==> src/rtl/fcs_pkg.sv <==
package fcs_pkg;

    localparam int MSEL_W  = 4;
    localparam int RATIO_W = 4;
    localparam int STAT_W  = 3;
    localparam int PHASE_W = 2;

    localparam logic [PHASE_W-1:0] PH_RESET  = 2'd0;
    localparam logic [PHASE_W-1:0] PH_CONFIG = 2'd1;
    localparam logic [PHASE_W-1:0] PH_INIT   = 2'd2;
    localparam logic [PHASE_W-1:0] PH_USER   = 2'd3;

    typedef enum logic [3:0] {
        S_IDLE,
        S_SETUP,
        S_PULL,
        S_RELEASE,
        S_WAIT_CFG,
        S_CLR_NS,
        S_DATA,
        S_CHECK,
        S_DATA_OFF,
        S_WAIT_DCLK,
        S_WAIT_USER,
        S_FINISH
    } seq_state_t;

    typedef enum logic [STAT_W-1:0] {
        ST_OK       = 3'd0,
        ST_CFG_FAIL = 3'd1,
        ST_CRC      = 3'd2,
        ST_TIMEOUT  = 3'd3,
        ST_NO_CTRL  = 3'd4,
        ST_PWR_OFF  = 3'd5,
        ST_BAD_MODE = 3'd6
    } seq_status_t;

endpackage

==> src/rtl/fcs_mode_dec.sv <==
module fcs_mode_dec
    import fcs_pkg::*;
(
    input  logic [MSEL_W-1:0]  msel,
    output logic               mode_ok,
    output logic               wide,
    output logic [RATIO_W-1:0] ratio
);

    // Bit 2 (fast/slow) does not change width or ratio.
    always_comb begin
        mode_ok = 1'b1;
        wide    = 1'b0;
        ratio   = RATIO_W'(1);
        unique case (msel)
            4'd0, 4'd4:   begin wide = 1'b0; ratio = RATIO_W'(1); end
            4'd1, 4'd5:   begin wide = 1'b0; ratio = RATIO_W'(2); end
            4'd2, 4'd6:   begin wide = 1'b0; ratio = RATIO_W'(4); end
            4'd8, 4'd12:  begin wide = 1'b1; ratio = RATIO_W'(1); end
            4'd9, 4'd13:  begin wide = 1'b1; ratio = RATIO_W'(4); end
            4'd10, 4'd14: begin wide = 1'b1; ratio = RATIO_W'(8); end
            default:      begin mode_ok = 1'b0; end
        endcase
    end

endmodule

==> src/rtl/fcs_timer.sv <==
module fcs_timer #(
    parameter int CNT_W = 14
) (
    input  logic             clk,
    input  logic             rst_n,
    input  logic             load,
    input  logic [CNT_W-1:0] load_val,
    output logic             expired
);

    logic [CNT_W-1:0] cnt_q;

    always_ff @(posedge clk or negedge rst_n) begin
        if (!rst_n)
            cnt_q <= '0;
        else if (load)
            cnt_q <= load_val;
        else if (cnt_q != '0)
            cnt_q <= cnt_q - 1'b1;
    end

    assign expired = (cnt_q == '0);

endmodule

==> src/rtl/fpga_cfg_seq.sv <==
module fpga_cfg_seq
    import fcs_pkg::*;
#(
    parameter int STATE_POLLS = 2048,
    parameter int CHECK_POLLS = 8192,
    parameter int TRAIL_DCLKS = 4,
    parameter int DCLK_SLACK  = 2048,
    parameter int DCLK_MUL    = 2,
    parameter int DCLK_W      = 16
) (
    input  logic                 clk,
    input  logic                 rst_n,
    input  logic                 start,
    input  logic                 ctl_en,
    input  logic                 fab_pwr_ok,
    input  logic [3:0]           msel,
    input  logic [1:0]           fab_phase,
    input  logic                 conf_done,
    input  logic                 nstatus,
    input  logic                 crc_err,
    input  logic                 data_last,
    input  logic                 data_err,
    input  logic                 dclk_done,
    output logic                 busy,
    output logic                 done,
    output logic [2:0]           status,
    output logic                 wide_bus,
    output logic [3:0]           cd_ratio,
    output logic                 nce,
    output logic                 nconfig_pull,
    output logic                 nstatus_clr,
    output logic                 data_en,
    output logic                 dclk_load,
    output logic [DCLK_W-1:0]    dclk_count
);

    localparam int DCLK_POLLS = DCLK_SLACK + TRAIL_DCLKS * DCLK_MUL;
    localparam int MAX_A      = (STATE_POLLS > CHECK_POLLS) ? STATE_POLLS : CHECK_POLLS;
    localparam int MAX_POLLS  = (MAX_A > DCLK_POLLS) ? MAX_A : DCLK_POLLS;
    localparam int CNT_W      = $clog2(MAX_POLLS + 1);

    seq_state_t  state_q, state_n;
    seq_status_t fin_q, fin_n;
    seq_status_t dstat_q, dstat_n;
    logic        rst_to_q, rst_to_n;
    logic        latch_mode;
    logic        wide_q;
    logic [RATIO_W-1:0] ratio_q;

    logic               dec_ok, dec_wide;
    logic [RATIO_W-1:0] dec_ratio;
    logic               tmr_load, tmr_expired;
    logic [CNT_W-1:0]   tmr_val;

    fcs_mode_dec u_dec (
        .msel    (msel),
        .mode_ok (dec_ok),
        .wide    (dec_wide),
        .ratio   (dec_ratio)
    );

    fcs_timer #(.CNT_W(CNT_W)) u_tmr (
        .clk      (clk),
        .rst_n    (rst_n),
        .load     (tmr_load),
        .load_val (tmr_val),
        .expired  (tmr_expired)
    );

    // Later-phase timeout: data-phase fault wins over the timeout code.
    function automatic seq_status_t late_fail(input seq_status_t ds);
        return (ds != ST_OK) ? ds : ST_TIMEOUT;
    endfunction

    // Next-state and result decisions
    always_comb begin
        state_n    = state_q;
        fin_n      = fin_q;
        dstat_n    = dstat_q;
        rst_to_n   = rst_to_q;
        latch_mode = 1'b0;
        unique case (state_q)
            S_IDLE: begin
                if (start) begin
                    if (!ctl_en) begin
                        fin_n   = ST_NO_CTRL;
                        state_n = S_FINISH;
                    end else if (!fab_pwr_ok) begin
                        fin_n   = ST_PWR_OFF;
                        state_n = S_FINISH;
                    end else if (!dec_ok) begin
                        fin_n   = ST_BAD_MODE;
                        state_n = S_FINISH;
                    end else begin
                        latch_mode = 1'b1;
                        dstat_n    = ST_OK;
                        rst_to_n   = 1'b0;
                        state_n    = S_SETUP;
                    end
                end
            end
            S_SETUP: state_n = S_PULL;
            S_PULL: begin
                if (fab_phase == PH_RESET) begin
                    state_n = S_RELEASE;
                end else if (tmr_expired) begin
                    rst_to_n = 1'b1;
                    state_n  = S_RELEASE;
                end
            end
            S_RELEASE: begin
                if (rst_to_q) begin
                    fin_n   = ST_TIMEOUT;
                    state_n = S_FINISH;
                end else begin
                    state_n = S_WAIT_CFG;
                end
            end
            S_WAIT_CFG: begin
                if (fab_phase == PH_CONFIG) begin
                    state_n = S_CLR_NS;
                end else if (tmr_expired) begin
                    fin_n   = ST_TIMEOUT;
                    state_n = S_FINISH;
                end
            end
            S_CLR_NS: state_n = S_DATA;
            S_DATA: begin
                if (data_err) begin
                    dstat_n = ST_CFG_FAIL;
                    state_n = S_DATA_OFF;
                end else if (data_last) begin
                    state_n = S_CHECK;
                end
            end
            S_CHECK: begin
                if (crc_err) begin
                    dstat_n = ST_CRC;
                    state_n = S_DATA_OFF;
                end else if (conf_done == nstatus) begin
                    dstat_n = conf_done ? ST_OK : ST_CFG_FAIL;
                    state_n = S_DATA_OFF;
                end else if (tmr_expired) begin
                    dstat_n = ST_TIMEOUT;
                    state_n = S_DATA_OFF;
                end
            end
            S_DATA_OFF: state_n = S_WAIT_DCLK;
            S_WAIT_DCLK: begin
                if (dclk_done) begin
                    state_n = S_WAIT_USER;
                end else if (tmr_expired) begin
                    fin_n   = late_fail(dstat_q);
                    state_n = S_FINISH;
                end
            end
            S_WAIT_USER: begin
                if (fab_phase == PH_USER) begin
                    fin_n   = dstat_q;
                    state_n = S_FINISH;
                end else if (tmr_expired) begin
                    fin_n   = late_fail(dstat_q);
                    state_n = S_FINISH;
                end
            end
            S_FINISH: state_n = S_IDLE;
            default:  state_n = S_IDLE;
        endcase
    end

    // Timeout reload on every state entry
    always_comb begin
        tmr_load = (state_n != state_q);
        unique case (state_n)
            S_PULL, S_WAIT_CFG, S_WAIT_USER: tmr_val = CNT_W'(STATE_POLLS);
            S_CHECK:                         tmr_val = CNT_W'(CHECK_POLLS);
            S_WAIT_DCLK:                     tmr_val = CNT_W'(DCLK_POLLS);
            default:                         tmr_val = '0;
        endcase
    end

    // State register
    always_ff @(posedge clk or negedge rst_n) begin
        if (!rst_n) begin
            state_q  <= S_IDLE;
            fin_q    <= ST_OK;
            dstat_q  <= ST_OK;
            rst_to_q <= 1'b0;
            wide_q   <= 1'b0;
            ratio_q  <= RATIO_W'(1);
        end else begin
            state_q  <= state_n;
            fin_q    <= fin_n;
            dstat_q  <= dstat_n;
            rst_to_q <= rst_to_n;
            if (latch_mode) begin
                wide_q  <= dec_wide;
                ratio_q <= dec_ratio;
            end
        end
    end

    // Outputs
    always_comb begin
        busy         = (state_q != S_IDLE) && (state_q != S_FINISH);
        done         = (state_q == S_FINISH);
        nce          = !busy;
        nconfig_pull = (state_q == S_PULL);
        nstatus_clr  = (state_q == S_CLR_NS);
        data_en      = (state_q == S_DATA) || (state_q == S_CHECK);
        dclk_load    = (state_q == S_DATA_OFF);
    end

    assign status     = fin_q;
    assign wide_bus   = wide_q;
    assign cd_ratio   = ratio_q;
    assign dclk_count = DCLK_W'(TRAIL_DCLKS);

endmodule

==> config.mk <==
export PLATFORM = sky130hd
export DESIGN_NAME = fpga_cfg_seq
export DESIGN_NICKNAME = d
export VERILOG_FILES = /design/src/rtl/fcs_pkg.sv /design/src/rtl/fcs_mode_dec.sv /design/src/rtl/fcs_timer.sv /design/src/rtl/fpga_cfg_seq.sv
export SDC_FILE = /design/constraint.sdc
export NUM_CORES = 1
export LEC_CHECK = 0
export CORE_ASPECT_RATIO = 1.2
export CORE_MARGIN = 2
export CORE_UTILIZATION = 30
export CTS_CLUSTER_DIAMETER = 30
export CTS_CLUSTER_SIZE = 10
export DETAILED_ROUTE_END_ITERATION = 12
export DONT_BUFFER_PORTS = 1
export SLEW_MARGIN = 20
export SYNTH_ARGS = -nofsm -noshare
export SYNTH_HDL_FRONTEND = slang
export SYNTH_SLANG_ARGS = --single-unit
==> constraint.sdc <==
create_clock -name clk -period 2.9 [get_ports clk]
set_input_delay 0.58 -clock clk [delete_from_list [all_inputs] [get_ports clk]]
set_output_delay 0.58 -clock clk [all_outputs]
set_load 0.05 [all_outputs]
==> flow_metrics.env <==
export IMPL_power_leakage_uw=0.00102
export IMPL_num_vias=1831
export IMPL_setup_ws_ns=0.246
export IMPL_nNetsFinal=289
export IMPL_tns_ns=0
export IMPL_synth_cell_types=56
export IMPL_drv_cap=0
export IMPL_required_ns=3.11
export IMPL_clk_insertion_delay_late_ns=0.28
export IMPL_synth_edf_count=0
export IMPL_path_cells="nor4_1, and4_2, o21ai_2, a2111o_1, xnor2_2, nand4_4, buf_4, nor2_1"
export IMPL_root_buffer="clkbuf_8"
export IMPL_reg2reg_from="u_tmr.cnt_q[5]"
export IMPL_via_per_inst=5.11
export IMPL_areaGrowthSynthToFinish_pct=11.3
export IMPL_grt_pass1_vias=1752
export IMPL_die_width_um=81.1
export IMPL_crit_path_start="u_tmr.cnt_q[5]"
export IMPL_core_area_um2=6900
export IMPL_dr_pass1_iters=4
export IMPL_place_gp_congestion=0.924
export IMPL_grt_pass1_wl_um=8520
export IMPL_crit_type="flip-flop to flip-flop"
export IMPL_fp_row_count=33
export IMPL_start_util=0.311
export IMPL_cts_htree_levels=2
export IMPL_syn_inst=258
export IMPL_yosys_top_cells_count="nor2_1, dfrtp_1, nand2_1"
export IMPL_route_detailed_drc=0
export IMPL_cts_made_buffers=5
export IMPL_synth_area_top_cells="dfrtp_1, buf_4, xnor2_1"
export IMPL_io_pins=48
export IMPL_synth_most_common_cell="nor2_1"
export IMPL_fin_worst_skew_ns=0.00825
export IMPL_rr_worst_depth=8
export IMPL_dp_hpwl_um=3880
export IMPL_drtIter0Drc=122
export IMPL_grt_usage=0.143
export IMPL_maxSlewViolCount=0
export IMPL_grt_max_degree=29
export IMPL_yosysTopAreaCellShare=0.327
export IMPL_period_share=0.915
export IMPL_antenna_found_initial=0
export IMPL_ys_ff_latch=29
export IMPL_totalWireLength_um=5200
export IMPL_timing_hold_ws_ns=0.111
export IMPL_yosysTopAreaCell="dfrtp_1"
export IMPL_critPathMaxStageDelay_ns=0.52
export IMPL_cp_num_cells=8
export IMPL_drive_above_1_share=0.166
export IMPL_p_per_area_nw_per_um2=1390
export IMPL_setup_viol=0
export IMPL_syn_area_um2=2140
export IMPL_relSlewSlack=0.610
export IMPL_antenna_cells=0
export IMPL_status="completed"
export IMPL_cts_clk_slew_worst_paths_ns=0.07
export IMPL_synth_seq_area_share=0.339
export IMPL_critPathTopFamily="simple AND/OR/NAND/NOR gates"
export IMPL_cp_max_fo=10
export IMPL_synth_ff_type="dfrtp_1"
export IMPL_numClockSinks=29
export IMPL_min_period_ns=2.65
export IMPL_syn_avg_cell_area_um2=8.30
export IMPL_cp_buffers_inverters=1
export IMPL_fmax_mhz=377
export IMPL_dieArea_um2=7830
export IMPL_clockBufferDepth=2
export IMPL_critPathLaunchType="flip-flop"
export IMPL_worst_slew_pin_slew_ns=0.580
export IMPL_antenna_left=0
export IMPL_fillers=735
export IMPL_die_y_um=96.6
export IMPL_worst_path_max_delay_cell="a2111o_1"
export IMPL_async_flop_share=1.00
export IMPL_wire_per_inst_um=14.5
export IMPL_cts_tree="done"
export IMPL_peakVddDrop_uv=497
export IMPL_hold_viol=0
export IMPL_rsz0062_at_grt="no"
export IMPL_hold_class="input port to asynchronous set/reset pin"
export IMPL_finalPower_uw=3310
export IMPL_grt_overflow_total=0
export IMPL_crit_path_end_kind="flip-flop"
export IMPL_ys_warn_count=0
export IMPL_cp_arrival_ns=2.86
export IMPL_dp_slack_ns=0.193
export IMPL_finish_utilization=0.346
export IMPL_io_buffers=0
[worst paths after layout]
kind	endpoint	slack (ns)
worst max-delay path	u_tmr.cnt_q[4]	0.25
worst min-delay path	u_tmr.cnt_q[10]	0.11
worst max register to register	u_tmr.cnt_q[4]	0.25
worst min register to register	dstat_q[0]	0.53
max in group asynchronous	cd_ratio[3]	2.63
min in group clk	cd_ratio[0]	0.36
[area by class of cell]
class                   count  area (um2)  share of cell area
clock buffers               7        96.3              0.0404
clock inverters             1        5.00             0.00210
flip-flops and latches     29         727               0.305
well taps                  87         109              0.0456
repair buffers             18         148              0.0619
inverters                  10        37.5              0.0157
multi-input cells         206        1260               0.529
[per-stage QoR]
stage	std cells	cell area (um2)
global placement	349	2260
finish	358	2380
CTS	358	2380
global route	358	2380
floorplan	272	2200
detailed placement	349	2260
[worst reg2reg max path: cells and delay by family, from the launching register on]
kind | cells | cell delay, ns
AND/OR/NAND/NOR | 4 | 1.12
XOR/XNOR | 1 | 0.22
flip-flops | 1 | 0.44
AO/OA/AOI/OAI | 2 | 0.60
buffers and inverters | 1 | 0.22
[registers in the layout, indices dropped and copies added, names as in the netlist]
signal / count
rst_to_q: 1
status: 3
wide_bus: 1
state_q: 4
dstat_q: 2
u_tmr.cnt_q: 14
cd_ratio: 4
[what timing repair did]
| item | in CTS | in global routing |
|---|---|---|
| hold endpoints to repair | 28 | 0 |
| setup endpoints to repair | 0 | 7 |
| hold buffers | 1 | 0 |
| resized for setup | 0 | 2 |
| setup buffers | 0 | 0 |
[logic make-up after synthesis]
group           after synthesis  share of synthesized area
flops                        29                      0.339
other cells                   2                    0.00351
mux                           5                     0.0257
fa+ha+maj                     2                     0.0117
compound gates               60                      0.179
buf+inv                      37                      0.103
xor+xnor                     16                     0.0689
simple gates                107                      0.269
[metal layers]
| metal | vias to the layer above | part of all wire | global-route usage |
|---|---|---|---|
| li1 | 906 | - | - |
| met1 | 857 | 0.43 | 0.170 |
| met2 | 57 | 0.49 | 0.244 |
| met3 | 11 | 0.067 | 0.0381 |
| met4 | 0 | 0.021 | 0.0537 |
| met5 | - | 0 | 0 |
[where the power goes]
group	total (uW)	leakage (uW)	internal, uW	switching [uW]
Sequential	923	0.000369	554	370
Clock	379	0.0000542	214	164
Combinational	2010	0.000592	839	1170
[placed cells by master (no fill, tap or decap), types with 2 or more instances in the layout]
cell	n
nand2b_1	7
conb_1	16
nor2b_1	6
nand3_1	4
a22o_1	2
or2_2	3
mux2_2	4
xnor2_1	13
or3_1	2
and4b_1	2
a211oi_1	4
nor4_1	5
o22ai_1	2
inv_1	10
ha_1	2
dfrtp_1	28
nand2_1	26
o31ai_1	3
nor2_1	30
xor2_1	2
a22oi_1	3
nor3_1	4
nand4_1	2
buf_4	17
nand3b_1	2
o21ai_0	22
clkbuf_8	7
a31oi_1	3
a21oi_1	9
No activity file was read; power rests on OpenSTA's default activity.
